## config.mk

```make
export PLATFORM = sky130hd
export DESIGN_NAME = uart_irq_ctrl
export DESIGN_NICKNAME = d
export VERILOG_FILES = /design/src/rtl/uart_irq_pkg.sv /design/src/rtl/uart_irq_id.sv /design/src/rtl/uart_irq_cfg.sv /design/src/rtl/uart_irq_status.sv /design/src/rtl/uart_irq_ctrl.sv
export SDC_FILE = /design/constraint.sdc
export NUM_CORES = 1
export LEC_CHECK = 0
export ABC_AREA = 0
export ABC_CLOCK_PERIOD_IN_PS = 2200
export BUFFER_PORTS_ARGS = -buffer_cell sky130_fd_sc_hd__buf_2
export CORE_AREA = 3 3 98 100
export CTS_CLUSTER_DIAMETER = 150
export DETAILED_ROUTE_END_ITERATION = 7
export DIE_AREA = 0 0 101 103
export PLACE_DENSITY = 0.67
export SLEW_MARGIN = 30
export SYNTH_ARGS = -nofsm -noshare
export SYNTH_HDL_FRONTEND = slang
export SYNTH_HIERARCHICAL = 1
export SYNTH_SLANG_ARGS = --single-unit
```

## constraint.sdc

```tcl
create_clock -name clk -period 2.2 [get_ports clk]
set_clock_uncertainty 0.15 [all_clocks]
set_input_delay 0.22 -clock clk [delete_from_list [all_inputs] [get_ports clk]]
set_output_delay 0.22 -clock clk [all_outputs]
set_load 0.01 [all_outputs]
```

## src/rtl/uart_irq_pkg.sv

```systemverilog
package uart_irq_pkg;

    localparam int NUM_SRC  = 11;
    localparam int NUM_IRQ  = 6;
    localparam int ADDR_W   = 10;
    localparam int DATA_W   = 32;
    localparam int IDIV_W   = 16;
    localparam int FDIV_W   = 6;
    localparam int LINE_W   = 8;
    localparam int IRDA_W   = 8;
    localparam int DMA_W    = 3;
    localparam int CFG_IN_W = 16;

    // raw status bit positions
    localparam int B_RI  = 0;
    localparam int B_CTS = 1;
    localparam int B_DCD = 2;
    localparam int B_DSR = 3;
    localparam int B_RX  = 4;
    localparam int B_TX  = 5;
    localparam int B_RT  = 6;
    localparam int B_ERR_LO = 7;
    localparam int B_ERR_HI = 10;

    // word offsets
    localparam logic [ADDR_W-1:0] A_DATA   = 10'h000;
    localparam logic [ADDR_W-1:0] A_FLAG   = 10'h001;
    localparam logic [ADDR_W-1:0] A_LINE   = 10'h002;
    localparam logic [ADDR_W-1:0] A_IDIV   = 10'h003;
    localparam logic [ADDR_W-1:0] A_FDIV   = 10'h004;
    localparam logic [ADDR_W-1:0] A_IRDA   = 10'h005;
    localparam logic [ADDR_W-1:0] A_DMA    = 10'h006;
    localparam logic [ADDR_W-1:0] A_MASK   = 10'h010;
    localparam logic [ADDR_W-1:0] A_RAW    = 10'h011;
    localparam logic [ADDR_W-1:0] A_MSKD   = 10'h012;
    localparam logic [ADDR_W-1:0] A_CLEAR  = 10'h013;
    localparam logic [ADDR_W-4:0] A_ID_HI  = 7'h7F;

    typedef logic [NUM_SRC-1:0] src_vec_t;

    typedef struct packed {
        src_vec_t            raw;
        src_vec_t            mask;
        logic [NUM_IRQ-1:0]  irq;
    } irq_state_t;

    typedef struct packed {
        logic [LINE_W-1:0] line;
        logic [IDIV_W-1:0] idiv;
        logic [FDIV_W-1:0] fdiv;
        logic [IRDA_W-1:0] irda;
        logic [DMA_W-1:0]  dma;
    } cfg_state_t;

    // Which raw bits feed each interrupt line: 0 combined, 1 rx, 2 tx,
    // 3 timeout, 4 modem status, 5 error.
    function automatic src_vec_t irq_sel(input int k);
        src_vec_t s;
        s = '0;
        case (k)
            0: s = '1;
            1: s[B_RX] = 1'b1;
            2: s[B_TX] = 1'b1;
            3: s[B_RT] = 1'b1;
            4: s[B_DSR:B_RI] = '1;
            5: s[B_ERR_HI:B_ERR_LO] = '1;
            default: s = '0;
        endcase
        return s;
    endfunction

endpackage

```

## src/rtl/uart_irq_id.sv

```systemverilog
module uart_irq_id
    import uart_irq_pkg::*;
#(
    parameter int ID_SET = 0
) (
    input  logic [2:0] idx,
    output logic [7:0] id_byte
);

    generate
        if (ID_SET == 0) begin : g_set_a
            always_comb begin
                case (idx)
                    3'd0: id_byte = 8'h11;
                    3'd1: id_byte = 8'h10;
                    3'd2: id_byte = 8'h14;
                    3'd3: id_byte = 8'h00;
                    3'd4: id_byte = 8'h0D;
                    3'd5: id_byte = 8'hF0;
                    3'd6: id_byte = 8'h05;
                    default: id_byte = 8'hB1;
                endcase
            end
        end else begin : g_set_b
            always_comb begin
                case (idx)
                    3'd0: id_byte = 8'h11;
                    3'd1: id_byte = 8'h00;
                    3'd2: id_byte = 8'h18;
                    3'd3: id_byte = 8'h01;
                    3'd4: id_byte = 8'h0D;
                    3'd5: id_byte = 8'hF0;
                    3'd6: id_byte = 8'h05;
                    default: id_byte = 8'hB1;
                endcase
            end
        end
    endgenerate

endmodule

```

## src/rtl/uart_irq_cfg.sv

```systemverilog
module uart_irq_cfg
    import uart_irq_pkg::*;
(
    input  logic                clk,
    input  logic                rst_n,
    input  logic                wr_en,
    input  logic [ADDR_W-1:0]   addr,
    input  logic [CFG_IN_W-1:0] wdata,
    output logic [LINE_W-1:0]   line_o,
    output logic [IDIV_W-1:0]   idiv_o,
    output logic [FDIV_W-1:0]   fdiv_o,
    output logic [IRDA_W-1:0]   irda_o,
    output logic [DMA_W-1:0]    dma_o
);

    cfg_state_t cfg_d, cfg_q;

    always_comb begin
        cfg_d = cfg_q;
        if (wr_en) begin
            case (addr)
                A_LINE: cfg_d.line = wdata[LINE_W-1:0];
                A_IDIV: cfg_d.idiv = wdata[IDIV_W-1:0];
                A_FDIV: cfg_d.fdiv = wdata[FDIV_W-1:0];
                A_IRDA: cfg_d.irda = wdata[IRDA_W-1:0];
                A_DMA:  cfg_d.dma  = wdata[DMA_W-1:0];
                default: ;
            endcase
        end
    end

    always_ff @(posedge clk) begin
        if (!rst_n) cfg_q <= '0;
        else        cfg_q <= cfg_d;
    end

    assign line_o = cfg_q.line;
    assign idiv_o = cfg_q.idiv;
    assign fdiv_o = cfg_q.fdiv;
    assign irda_o = cfg_q.irda;
    assign dma_o  = cfg_q.dma;

    AST_DIV_HOLD: assert property (@(posedge clk) disable iff (!rst_n)
        !(wr_en && (addr == A_IDIV || addr == A_FDIV)) |=> $stable({cfg_q.idiv, cfg_q.fdiv}));

endmodule

```

## src/rtl/uart_irq_status.sv

```systemverilog
module uart_irq_status
    import uart_irq_pkg::*;
(
    input  logic                clk,
    input  logic                rst_n,
    input  logic                wr_en,
    input  logic [ADDR_W-1:0]   addr,
    input  logic [NUM_SRC-1:0]  wdata,
    input  src_vec_t            evt_set,
    output src_vec_t            raw_o,
    output src_vec_t            mask_o,
    output logic [NUM_IRQ-1:0]  irq_o
);

    irq_state_t st_d, st_q;
    src_vec_t   set_vec;
    src_vec_t   clr_vec;
    src_vec_t   masked_d;

    always_comb begin
        st_d    = st_q;
        set_vec = evt_set;
        clr_vec = '0;
        if (wr_en && addr == A_DATA)  set_vec[B_TX] = 1'b1;
        if (wr_en && addr == A_CLEAR) clr_vec = wdata;
        if (wr_en && addr == A_MASK)  st_d.mask = wdata;
        // a new event wins over a clear of the same bit
        st_d.raw = (st_q.raw & ~clr_vec) | set_vec;
        masked_d = st_d.raw & st_d.mask;
        for (int k = 0; k < NUM_IRQ; k++) begin
            st_d.irq[k] = |(masked_d & irq_sel(k));
        end
    end

    always_ff @(posedge clk) begin
        if (!rst_n) st_q <= '0;
        else        st_q <= st_d;
    end

    assign raw_o  = st_q.raw;
    assign mask_o = st_q.mask;
    assign irq_o  = st_q.irq;

    AST_NO_SPURIOUS_SET: assert property (@(posedge clk) disable iff (!rst_n)
        1'b1 |=> ((st_q.raw & ~$past(st_q.raw) & ~$past(set_vec)) == '0));
    AST_CLEAR_W1C: assert property (@(posedge clk) disable iff (!rst_n)
        (clr_vec != '0) |=> ((st_q.raw & $past(clr_vec & ~set_vec)) == '0));
    AST_TX_ON_DATA: assert property (@(posedge clk) disable iff (!rst_n)
        (wr_en && addr == A_DATA) |=> st_q.raw[B_TX]);
    AST_COMB_IS_OR: assert property (@(posedge clk) disable iff (!rst_n)
        st_q.irq[0] == |st_q.irq[NUM_IRQ-1:1]);
    AST_MASK_REEVAL: assert property (@(posedge clk) disable iff (!rst_n)
        (wr_en && addr == A_MASK) |=> (st_q.irq[0] == |(st_q.raw & st_q.mask)));
    AST_SET_WINS: assert property (@(posedge clk) disable iff (!rst_n)
        (evt_set[B_RX] && clr_vec[B_RX]) |=> st_q.raw[B_RX]);

endmodule

```

## src/rtl/uart_irq_ctrl.sv

```systemverilog
module uart_irq_ctrl
    import uart_irq_pkg::*;
#(
    parameter int ID_SET = 0
) (
    input  logic        clk,
    input  logic        rst_n,
    input  logic        wr_en,
    input  logic [9:0]  addr,
    input  logic [31:0] wdata,
    output logic [31:0] rdata,
    input  logic        evt_rx,
    input  logic        evt_tx,
    input  logic        evt_rt,
    input  logic [3:0]  evt_ms,
    input  logic [3:0]  evt_err,
    output logic        irq_comb,
    output logic        irq_rx,
    output logic        irq_tx,
    output logic        irq_rt,
    output logic        irq_ms,
    output logic        irq_err
);

    src_vec_t           evt_set;
    src_vec_t           raw_w, mask_w;
    logic [NUM_IRQ-1:0] irq_w;
    logic [LINE_W-1:0]  line_w;
    logic [IDIV_W-1:0]  idiv_w;
    logic [FDIV_W-1:0]  fdiv_w;
    logic [IRDA_W-1:0]  irda_w;
    logic [DMA_W-1:0]   dma_w;
    logic [7:0]         id_w;
    logic               unused_wdata;

    assign unused_wdata = ^wdata[DATA_W-1:CFG_IN_W];

    always_comb begin
        evt_set = '0;
        evt_set[B_DSR:B_RI]         = evt_ms;
        evt_set[B_RX]               = evt_rx;
        evt_set[B_TX]               = evt_tx;
        evt_set[B_RT]               = evt_rt;
        evt_set[B_ERR_HI:B_ERR_LO]  = evt_err;
    end

    uart_irq_status u_status (
        .clk     (clk),
        .rst_n   (rst_n),
        .wr_en   (wr_en),
        .addr    (addr),
        .wdata   (wdata[NUM_SRC-1:0]),
        .evt_set (evt_set),
        .raw_o   (raw_w),
        .mask_o  (mask_w),
        .irq_o   (irq_w)
    );

    uart_irq_cfg u_cfg (
        .clk    (clk),
        .rst_n  (rst_n),
        .wr_en  (wr_en),
        .addr   (addr),
        .wdata  (wdata[CFG_IN_W-1:0]),
        .line_o (line_w),
        .idiv_o (idiv_w),
        .fdiv_o (fdiv_w),
        .irda_o (irda_w),
        .dma_o  (dma_w)
    );

    uart_irq_id #(.ID_SET(ID_SET)) u_id (
        .idx     (addr[2:0]),
        .id_byte (id_w)
    );

    always_comb begin
        rdata = '0;
        if (addr[ADDR_W-1:3] == A_ID_HI) begin
            rdata[7:0] = id_w;
        end else begin
            case (addr)
                A_LINE:  rdata[LINE_W-1:0]  = line_w;
                A_IDIV:  rdata[IDIV_W-1:0]  = idiv_w;
                A_FDIV:  rdata[FDIV_W-1:0]  = fdiv_w;
                A_IRDA:  rdata[IRDA_W-1:0]  = irda_w;
                A_DMA:   rdata[DMA_W-1:0]   = dma_w;
                A_MASK:  rdata[NUM_SRC-1:0] = mask_w;
                A_RAW:   rdata[NUM_SRC-1:0] = raw_w;
                A_MSKD:  rdata[NUM_SRC-1:0] = raw_w & mask_w;
                default: rdata = '0;
            endcase
        end
    end

    assign irq_comb = irq_w[0];
    assign irq_rx   = irq_w[1];
    assign irq_tx   = irq_w[2];
    assign irq_rt   = irq_w[3];
    assign irq_ms   = irq_w[4];
    assign irq_err  = irq_w[5];

    AST_ID_FIRST_BYTE: assert property (@(posedge clk) disable iff (!rst_n)
        (addr == 10'h3F8) |-> (rdata == 32'h11));
    AST_RX_LINE: assert property (@(posedge clk) disable iff (!rst_n)
        irq_rx == (raw_w[B_RX] & mask_w[B_RX]));

endmodule

```

==> metrics.cfg, run 1 <==
[floorplanning]
die_h_um=103
initial_utilization=0.446
ios=94
die_x_um=101
core_area_um2=8760
dieArea_um2=10400
rows=34

[clocking]
root_buffer=clkbuf_8
clk_latency_ns=0.36
clock-sinks=69
htreeDepth=3
numCtsBuffers=9
clockBufferDepth=2
cts_tree=yes
clkSlewWorstSetupHoldPaths_ns=0.08

[yosys]
yosysWarnings=6
synth_edf_count=0
synth_seq_cells=69
avgSynthCellArea_um2=8.99
seq_area_frac_synth=0.353
synth.distinct_cells=70
synth_flop_cell=dfxtp_1
synth.cell_area_um2=3910
netlist_instances=435
synthArstFlopShare=0

[global_route]
busiest_layer=met2
grt_pass1_wl_um=17900
met1_usage=0.275
grtUsageTotal=0.218
grt_start_max_net_pins=39
antenna_found_initial=0
grt_pass1_vias=3604
use_met3=0.0372
gr-total-overflow=0
use_met2=0.375

[place]
hpwl_um=8090
gp_congestion=0.851
place_ws_ns=-0.233
port_buffers=61

[final_layout]
layout-drive-gt1-share=0.287
syn_to_final_growth_pct=24.7
utilization=0.557
diodes=0
fin_nets=587
n_fill_cell=808

[worst_hold_path]
min_to=u_status/raw_o[2]
whs_path_depth=3
hold_class=primary input to register
min_from=evt_ms[2]

[critical_path]
cp-start-kind=primary input
rr_startpoint=u_status/mask_o[1]
reg2reg_to=u_status/irq_o[0]
crit_path_end_kind=output port
crit_arrival_ns=1.84
startpoint=addr[6]
cp.required_ns=1.83
r2r_slack_ns=0.65
crit_path_max_fanout=6
ff2ff_path_depth=4
crit_type=primary input to output port

[routing]
first_pass_iters=6
via_count=3642
post-route-drc-count=0
wire_per_inst_um=17.2
viasPerCell=5.66
routed_wl_um=11100
first_iter_violations=213
drtAntennaViolNets=0

[timing]
tightest_slew_ns=0.653
max_freq_mhz=453
period_minus_slack_ns=2.21
final.period_utilization=1.00
setup_ws_ns=-0.00891
rsz0062_at_grt=true
maxSlewViolCount=0
setup_tns_ns=-0.00891
relSlewSlack=0.563
hold_viol_final=0
setup_viol=1

[status]
failed_checks=negative setup slack
outcome=finished with violations

[pwr]
leakagePower_uw=0.00212
power_density_nw_per_um2=590
ir_drop_uv=453

[run]
cap_viol_max_count=0

## metrics by stage
step	hold slack, ns	cell area [um2]	instances	power, uW
6_report	0.0106	4880	644	2880
5_1_grt	0.0289	4880	644	2990
4_1_cts	0.00247	4820	642	2900
3_5_place_dp	0.294	4450	616	1590
3_3_place_gp	0.289	4450	616	1580
2_1_floorplan	0.192	3970	450	1470
## critical path, cell delays in order
cell      delay [ns]
buf_8           0.09
or4_4           0.61
or3b_4          0.45
o211ai_1        0.27
buf_2           0.18
## area by class of cell
class	count	area (um2)	share of cell area
well taps	108	135	0.0277
multi-input cells	334	2330	0.478
clock inverters	5	108	0.0221
flip-flops and latches	69	1380	0.283
inverters	5	18.8	0.00385
repair buffers	112	764	0.157
clock buffers	11	141	0.0290
## kinds of logic (layout without fill, tap and decap cells)
family          count (synthesis)  after routing  share of synthesized area
compound gates                 69             69                      0.132
flops                          69             69                      0.353
mux                            57             57                      0.148
other cells                     2             17                    0.00192
simple gates                  191            191                      0.286
buf+inv                        47            133                     0.0793
## what timing repair did
action | CTS | global route
setup buffers | 1 | 2
endpoints found under the setup margin | 1 | 8
hold endpoints to repair | 9 | 0
pin swaps | 3 | 4
gates resized for setup | 6 | 6
hold buffers | 9 | 0
## state kept, by name, summed over array words and instances (netlist names)
| signal | count |
|---|---|
| u_cfg/idiv_o | 16 |
| u_status/mask_o | 11 |
| u_status/raw_o | 11 |
| u_cfg/irda_o | 8 |
| u_cfg/line_o | 8 |
| u_cfg/fdiv_o | 6 |
| u_status/irq_o | 6 |
| u_cfg/dma_o | 3 |
## Yosys cell counts (all sizes together) (7+ instances only)
cell	instances	area share
and2	12	0.020
nand2	70	0.068
mux2i	51	0.13
buf	29	0.056
clkbuf	13	0.019
o21ai	11	0.014
nor2b	7	0.013
nor4	8	0.020
nand2b	12	0.019
nand4	13	0.024
dfxtp	69	0.35
nor2	22	0.023
nor3	13	0.018
a21oi	11	0.014
## layout by cell type (no fill, tap or decap), types with 5 or more instances in the layout
master	netlist	layout
nand2_1	69	69
dfxtp_1	69	69
buf_2	4	59
mux2i_1	51	51
buf_4	19	39
nor2_1	21	21
conb_1	2	17
nand2b_1	12	12
nor3_1	12	12
and2_1	11	11
nand4_1	11	11
a21oi_1	11	11
o21ai_0	10	10
clkbuf_8	2	10
dlygate4sd3_1	0	9
nor2b_1	6	6
a22oi_1	6	6
mux2_2	6	6
inv_1	5	5
nor4_2	2	5
a32o_1	5	5
o211ai_1	5	5
a211oi_1	5	5
## metal layers
layer	share of wire	vias up
li1	-	1725
met1	0.44	1775
met2	0.49	124
met3	0.057	18
met4	0.017	0
met5	0	-
## report_power, final
part / total, uW / internal, uW / leakage [uW] / switching (uW)
registers: 1270 / 1260 / 0.000559 / 11.5
clock network: 1300 / 788 / 0.000124 / 507
logic: 310 / 125 / 0.00144 / 185
## how the worst max path moves through the flow
stage                              to  cells past startpoint
floorplan           u_status/irq_o[0]                      6
global placement    u_status/irq_o[0]                      6
detailed placement  u_status/irq_o[0]                      6
CTS                          rdata[3]                      5
global route                 rdata[3]                      5
finish                       rdata[3]                      5
Note: power is estimated with default switching activity, not from simulation.
==> inputs of run 2 (changes only) <==
--- a/config.mk
+++ b/config.mk
@@ -13,6 +13,7 @@
 export DETAILED_ROUTE_END_ITERATION = 7
 export DIE_AREA = 0 0 101 103
 export PLACE_DENSITY = 0.67
+export REMOVE_ABC_BUFFERS = 1
 export SLEW_MARGIN = 30
 export SYNTH_ARGS = -nofsm -noshare
 export SYNTH_HDL_FRONTEND = slang
==> metrics.cfg, run 2 (synthesized netlist as in run 1, its figures left out) <==
[status]
outcome=finished, final reports clean

[clocking]
numCtsBuffers=9  ; unchanged
clk_latency_ns=0.35  ; about the same
clockBufferDepth=2  ; unchanged
cts_tree=yes
clkSlewWorstSetupHoldPaths_ns=0.07  ; about the same
root_buffer=clkbuf_8
clock-sinks=69  ; unchanged
htreeDepth=3  ; unchanged

[floorplanning]
dieArea_um2=10400  ; unchanged
rows=34  ; unchanged
initial_utilization=0.446  ; unchanged
die_x_um=101  ; unchanged
ios=94  ; unchanged
die_h_um=103  ; unchanged
core_area_um2=8760  ; unchanged

[critical_path]
crit_arrival_ns=1.80  ; -0.04 ns
cp-start-kind=primary input
crit_type=primary input to output port
critical_path.top_delay_family=simple AND/OR/NAND/NOR gates
cp_cell_sequence=buf_6, or4_4, or3b_4, o211ai_1, buf_2
crit_path_max_fanout=6  ; unchanged
cp.buffers_inverters=2  ; unchanged
cp_slowest_cell=or4_4
critPathMaxStageDelay_ns=0.61  ; about the same
cp.required_ns=1.83  ; about the same
crit_path_end_kind=output port

[timing]
period_minus_slack_ns=2.17  ; -0.0372 ns
setup_viol=0  ; -1
max_freq_mhz=460  ; +1.7%
final.period_utilization=0.987  ; -0.0169
rsz0062_at_grt=true
hold_viol_final=0  ; unchanged
maxSlewViolCount=0  ; unchanged
tightest_slew_ns=0.739  ; +0.0865 ns
relSlewSlack=0.506  ; -0.0566
holdWs_ns=0.0278  ; +0.0173 ns

[global_route]
gr-total-overflow=0  ; unchanged
use_met3=0.0392  ; +0.00203
grtUsageTotal=0.213  ; -0.00455
use_met2=0.349  ; -0.0253
grt_pass1_wl_um=17500  ; -2.2%
busiest_layer=met2
met1_usage=0.277  ; +0.00169
grt_pass1_vias=3519  ; -2.4%
antenna_found_initial=0  ; unchanged
grt_start_max_net_pins=65  ; +67%

[pwr]
leakagePower_uw=0.00207  ; -2.4%
power_density_nw_per_um2=541  ; -8.4%
p_comb_frac=0.120  ; +0.012
ir_drop_uv=259  ; -43%
power_switching_uw=652  ; -7.3%
sequentialPowerShare=0.493  ; +0.051
p_int_uw=1930  ; -11%
switching_share=0.253  ; +0.00834
p_clk_frac=0.386  ; -0.064

[routing]
first_pass_iters=5  ; -1
via_count=3590  ; -1.4%
wire_per_inst_um=17.2  ; +0.25%
routed_wl_um=11000  ; -0.53%
first_iter_violations=199  ; -6.6%
drtAntennaViolNets=0  ; unchanged
post-route-drc-count=0  ; unchanged
viasPerCell=5.62  ; -0.66%

[place]
hpwl_um=7930  ; -1.9%
gp_congestion=0.874  ; +2.7%
place_inst=614  ; -0.32%
place_area_um2=4450  ; -0.20%
port_buffers=61  ; unchanged

[final_layout]
n_fill_cell=806  ; -0.25%
syn_to_final_growth_pct=22.0
largest_reg_flops=16  ; unchanged
layout_common_cells=nand2_1 (69), dfxtp_1 (69), buf_2 (58), mux2i_1 (51), buf_4 (34)
finish.instance_area_um2=4770  ; -2.2%
fin_nets=584  ; -0.51%
layout-drive-gt1-share=0.271  ; -0.0161
final_cells=639  ; -0.78%
diodes=0  ; unchanged

[run]
cap_viol_max_count=0  ; unchanged

[worst_hold_path]
hold_class=primary input to register

==> run 2: cell types whose count changed in the layout (fill, tap and decap cells not counted), sizes merged <==
cell | previous run | this run
buf | 103 | 99
bufinv | 3 | 1
clkbuf | 11 | 12
clkinv | 2 | 1
dlygate4sd3 | 9 | 10
==> run 2: power by group through the flow <==
stage	sequential, uW	clock [uW]	combinational [uW]
3_5_place_dp	1300	0	286
4_1_cts	1270	1020	301
2_1_floorplan	1300	0	118
3_3_place_gp	1300	0	280
5_1_grt	1270	1070	336
6_report	1270	997	311
==> run 2: final timing paths <==
check | startpoint | slack (ns) | cells after the start | end
max | addr[7] | 0.03 | 5 | rdata[7]
min | evt_err[0] | 0.03 | 3 | u_status/raw_o[7]
max reg2reg | u_status/mask_o[1] | 0.67 | 3 | u_status/irq_o[0]
min reg2reg | u_cfg/idiv_o[11] | 0.31 | 2 | u_cfg/idiv_o[11]
==> run 2: worst reg2reg max path: stages, from the launching register on <==
cell       delay, ns
dfxtp_1         0.32
mux2_2          0.29
a2111oi_2       0.46
a41oi_1         0.16
==> run 2: cell type report <==
class / count / area, um2 / area share
Clock buffer: 12 / 145 / 0.0304
Clock inverter: 2 / 35.0 / 0.00734
Inverter: 5 / 18.8 / 0.00393
Multi-Input combinational cell: 334 / 2310 / 0.483
Sequential cell: 69 / 1380 / 0.289
Tap cell: 108 / 135 / 0.0283
Timing Repair Buffer: 109 / 751 / 0.157
==> run 2: stage by stage <==
| stage | power, uW | util | setup TNS, ns | setup slack, ns |
|---|---|---|---|---|
| final | 2580 | 0.545 | 0 | 0.0283 |
| after global routing | 2680 | 0.545 | -0.0249 | -0.0142 |
| after CTS | 2590 | 0.540 | 0 | 0.00694 |
| after detailed placement | 1590 | 0.507 | -0.504 | -0.219 |
| after global placement | 1580 | 0.507 | -0.526 | -0.227 |
| after floorplan | 1420 | - | -2.85 | -0.626 |
==> run 2: what timing repair did <==
action | in CTS | in global routing
gates resized for setup | 1 | 10
endpoints found under the hold margin | 10 | 0
setup endpoints to repair | 3 | 7
pin swaps | 0 | 6
hold buffers | 10 | 0
setup buffers | 0 | 1
==> run 2: routing by layer <==
layer	up-vias	share of wire
met1	1676	0.44
li1	1724	-
met5	-	0
met4	0	0.027
met3	27	0.080
met2	163	0.45
==> inputs of run 3 (changes only) <==
--- a/config.mk
+++ b/config.mk
@@ -8,10 +8,10 @@
 export ABC_AREA = 0
 export ABC_CLOCK_PERIOD_IN_PS = 2200
 export BUFFER_PORTS_ARGS = -buffer_cell sky130_fd_sc_hd__buf_2
-export CORE_AREA = 3 3 98 100
+export CORE_AREA = 10 10 105 107
 export CTS_CLUSTER_DIAMETER = 150
 export DETAILED_ROUTE_END_ITERATION = 7
-export DIE_AREA = 0 0 101 103
+export DIE_AREA = 0 0 115 117
 export PLACE_DENSITY = 0.67
 export REMOVE_ABC_BUFFERS = 1
 export SLEW_MARGIN = 30
==> metrics.cfg, run 3 (synthesized netlist as in run 1, its figures left out) <==
[final_layout]
syn_to_final_growth_pct=25.2
layout-drive-gt1-share=0.287  ; +0.0159
final_cells=652  ; +2.0%
layout_common_cells=nand2_1 (69), dfxtp_1 (69), buf_2 (59), mux2i_1 (51), buf_4 (40)
largest_reg_flops=16  ; unchanged
finish.instance_area_um2=4900  ; +2.6%
fin_nets=591  ; +1.2%

[global_route]
gr-total-overflow=0  ; unchanged
grt_pass1_wl_um=18700  ; +7.0%
grtUsageTotal=0.174  ; -0.0388
grt_start_max_net_pins=65  ; unchanged
antenna_found_initial=1  ; +1
grt_pass1_vias=3663  ; +4.1%

[timing]
rsz0062_at_grt=true
setup_tns_ns=0  ; unchanged
period_minus_slack_ns=2.18  ; +0.00445 ns
max_freq_mhz=460  ; -0.20%
maxSlewViolCount=0  ; unchanged
relSlewSlack=0.536  ; +0.0293
final.period_utilization=0.989  ; +0.00202
tightest_slew_ns=0.695  ; -0.0440 ns
setup_viol=0  ; unchanged
hold_viol_final=0  ; unchanged

[routing]
drtAntennaViolNets=0  ; unchanged
viasPerCell=5.48  ; -2.5%
post-route-drc-count=0  ; unchanged
routed_wl_um=11800  ; +7.3%
via_count=3573  ; -0.47%
wire_per_inst_um=18.1  ; +5.2%
first_iter_violations=220  ; +11%
first_pass_iters=5  ; unchanged

[floorplanning]
die_h_um=117  ; +14%
dieArea_um2=13500  ; +29%
initial_utilization=0.434  ; -0.0128
die_x_um=115  ; +14%
rows=35  ; +2.9%
core_area_um2=9020  ; +2.9%
ios=94  ; unchanged

[status]
outcome=finished, final reports clean

[clocking]
htreeDepth=3  ; unchanged
clock-sinks=69  ; unchanged
clk_latency_ns=0.34  ; about the same
numCtsBuffers=9  ; unchanged
cts_tree=yes
clockBufferDepth=2  ; unchanged
root_buffer=clkbuf_8
clkSlewWorstSetupHoldPaths_ns=0.07  ; about the same

[critical_path]
cp-start-kind=primary input
crit_path_end_kind=output port
crit_type=primary input to output port
crit_path_max_fanout=8  ; +2
cp.required_ns=1.83  ; about the same
crit_arrival_ns=1.81  ; about the same

[worst_hold_path]
hold_class=primary input to register

[place]
port_buffers=61  ; unchanged
hpwl_um=8590  ; +8.2%
gp_congestion=0.851  ; -2.7%
place_area_um2=4500  ; +1.3%
place_inst=624  ; +1.6%

[pwr]
power_density_nw_per_um2=588  ; +8.8%
leakagePower_uw=0.00213  ; +2.7%
ir_drop_uv=272  ; +5.2%

[run]
cap_viol_max_count=0  ; unchanged

-- run 3: cell count changes in the layout (fill, tap and decap cells not counted), sizes merged --
cell and change:
buf +7, bufinv +2, clkbuf -1, clkinv -1
clkinvlp +1, diode +1, inv +1
-- run 3: cell type report --
| class | instances | area [um2] |
|---|---|---|
| repair buffers | 116 | 801 |
| inverters | 5 | 18.8 |
| clock buffers | 11 | 141 |
| multi-input cells | 334 | 2310 |
| well taps | 111 | 139 |
| clock inverters | 5 | 106 |
| flip-flops and latches | 69 | 1380 |
| fillers | 819 | 4120 |
| diodes | 1 | 2.50 |
-- run 3: routing by layer --
metal  track usage  up-vias  wire length, um
li1              -     1739                -
met3        0.0499       26              786
met2         0.284      112             5620
met4        0.0734        0              302
met1         0.211     1696             5110
met5             0        -                0
-- run 3: where the power goes --
group / switching [uW] / internal [uW] / leakage, uW
Sequential: 9.98 / 1260 / 0.000559
Clock: 506 / 789 / 0.000120
Combinational: 189 / 124 / 0.00145
Total: 705 / 2180 / 0.00213
-- run 3: timing repair --
item | 4_1_cts | 5_1_grt
hold buffers | 10 | 0
endpoints found under the setup margin | 13 | 15
resized for setup | 3 | 4
pin swaps | 3 | 7
hold endpoints to repair | 10 | 0
buffers inserted | 1 | 1
cloned | 0 | 0
-- run 3: final timing paths --
check	start	endpoint	slack, ns	cells after the start
setup / recovery	addr[7]	rdata[10]	0.02	8
setup reg to reg	u_status/mask_o[1]	u_status/irq_o[0]	0.68	3
hold reg to reg	u_cfg/idiv_o[15]	u_cfg/idiv_o[15]	0.31	2
hold / removal	evt_err[0]	u_status/raw_o[7]	0.02	3
-- run 3: metrics by stage --
stage	hold slack (ns)	total power, uW	setup WS (ns)	util
4_1_cts	0.00508	2900	-0.000929	0.539
3_5_place_dp	0.297	1590	-0.351	0.499
3_3_place_gp	0.288	1590	-0.298	0.499
2_1_floorplan	0.192	1420	-0.626	-
6_report	0.0168	2880	0.0238	0.543
5_1_grt	0.0244	2990	-0.0587	0.543
-- run 3: critical path, stage by stage --
cell and delay [ns]:
buf_6 0.10, buf_6 0.10, or4_4 0.56, nor2_4 0.12, nor4b_4 0.25, buf_6 0.17, a22o_1 0.15, buf_2 0.13
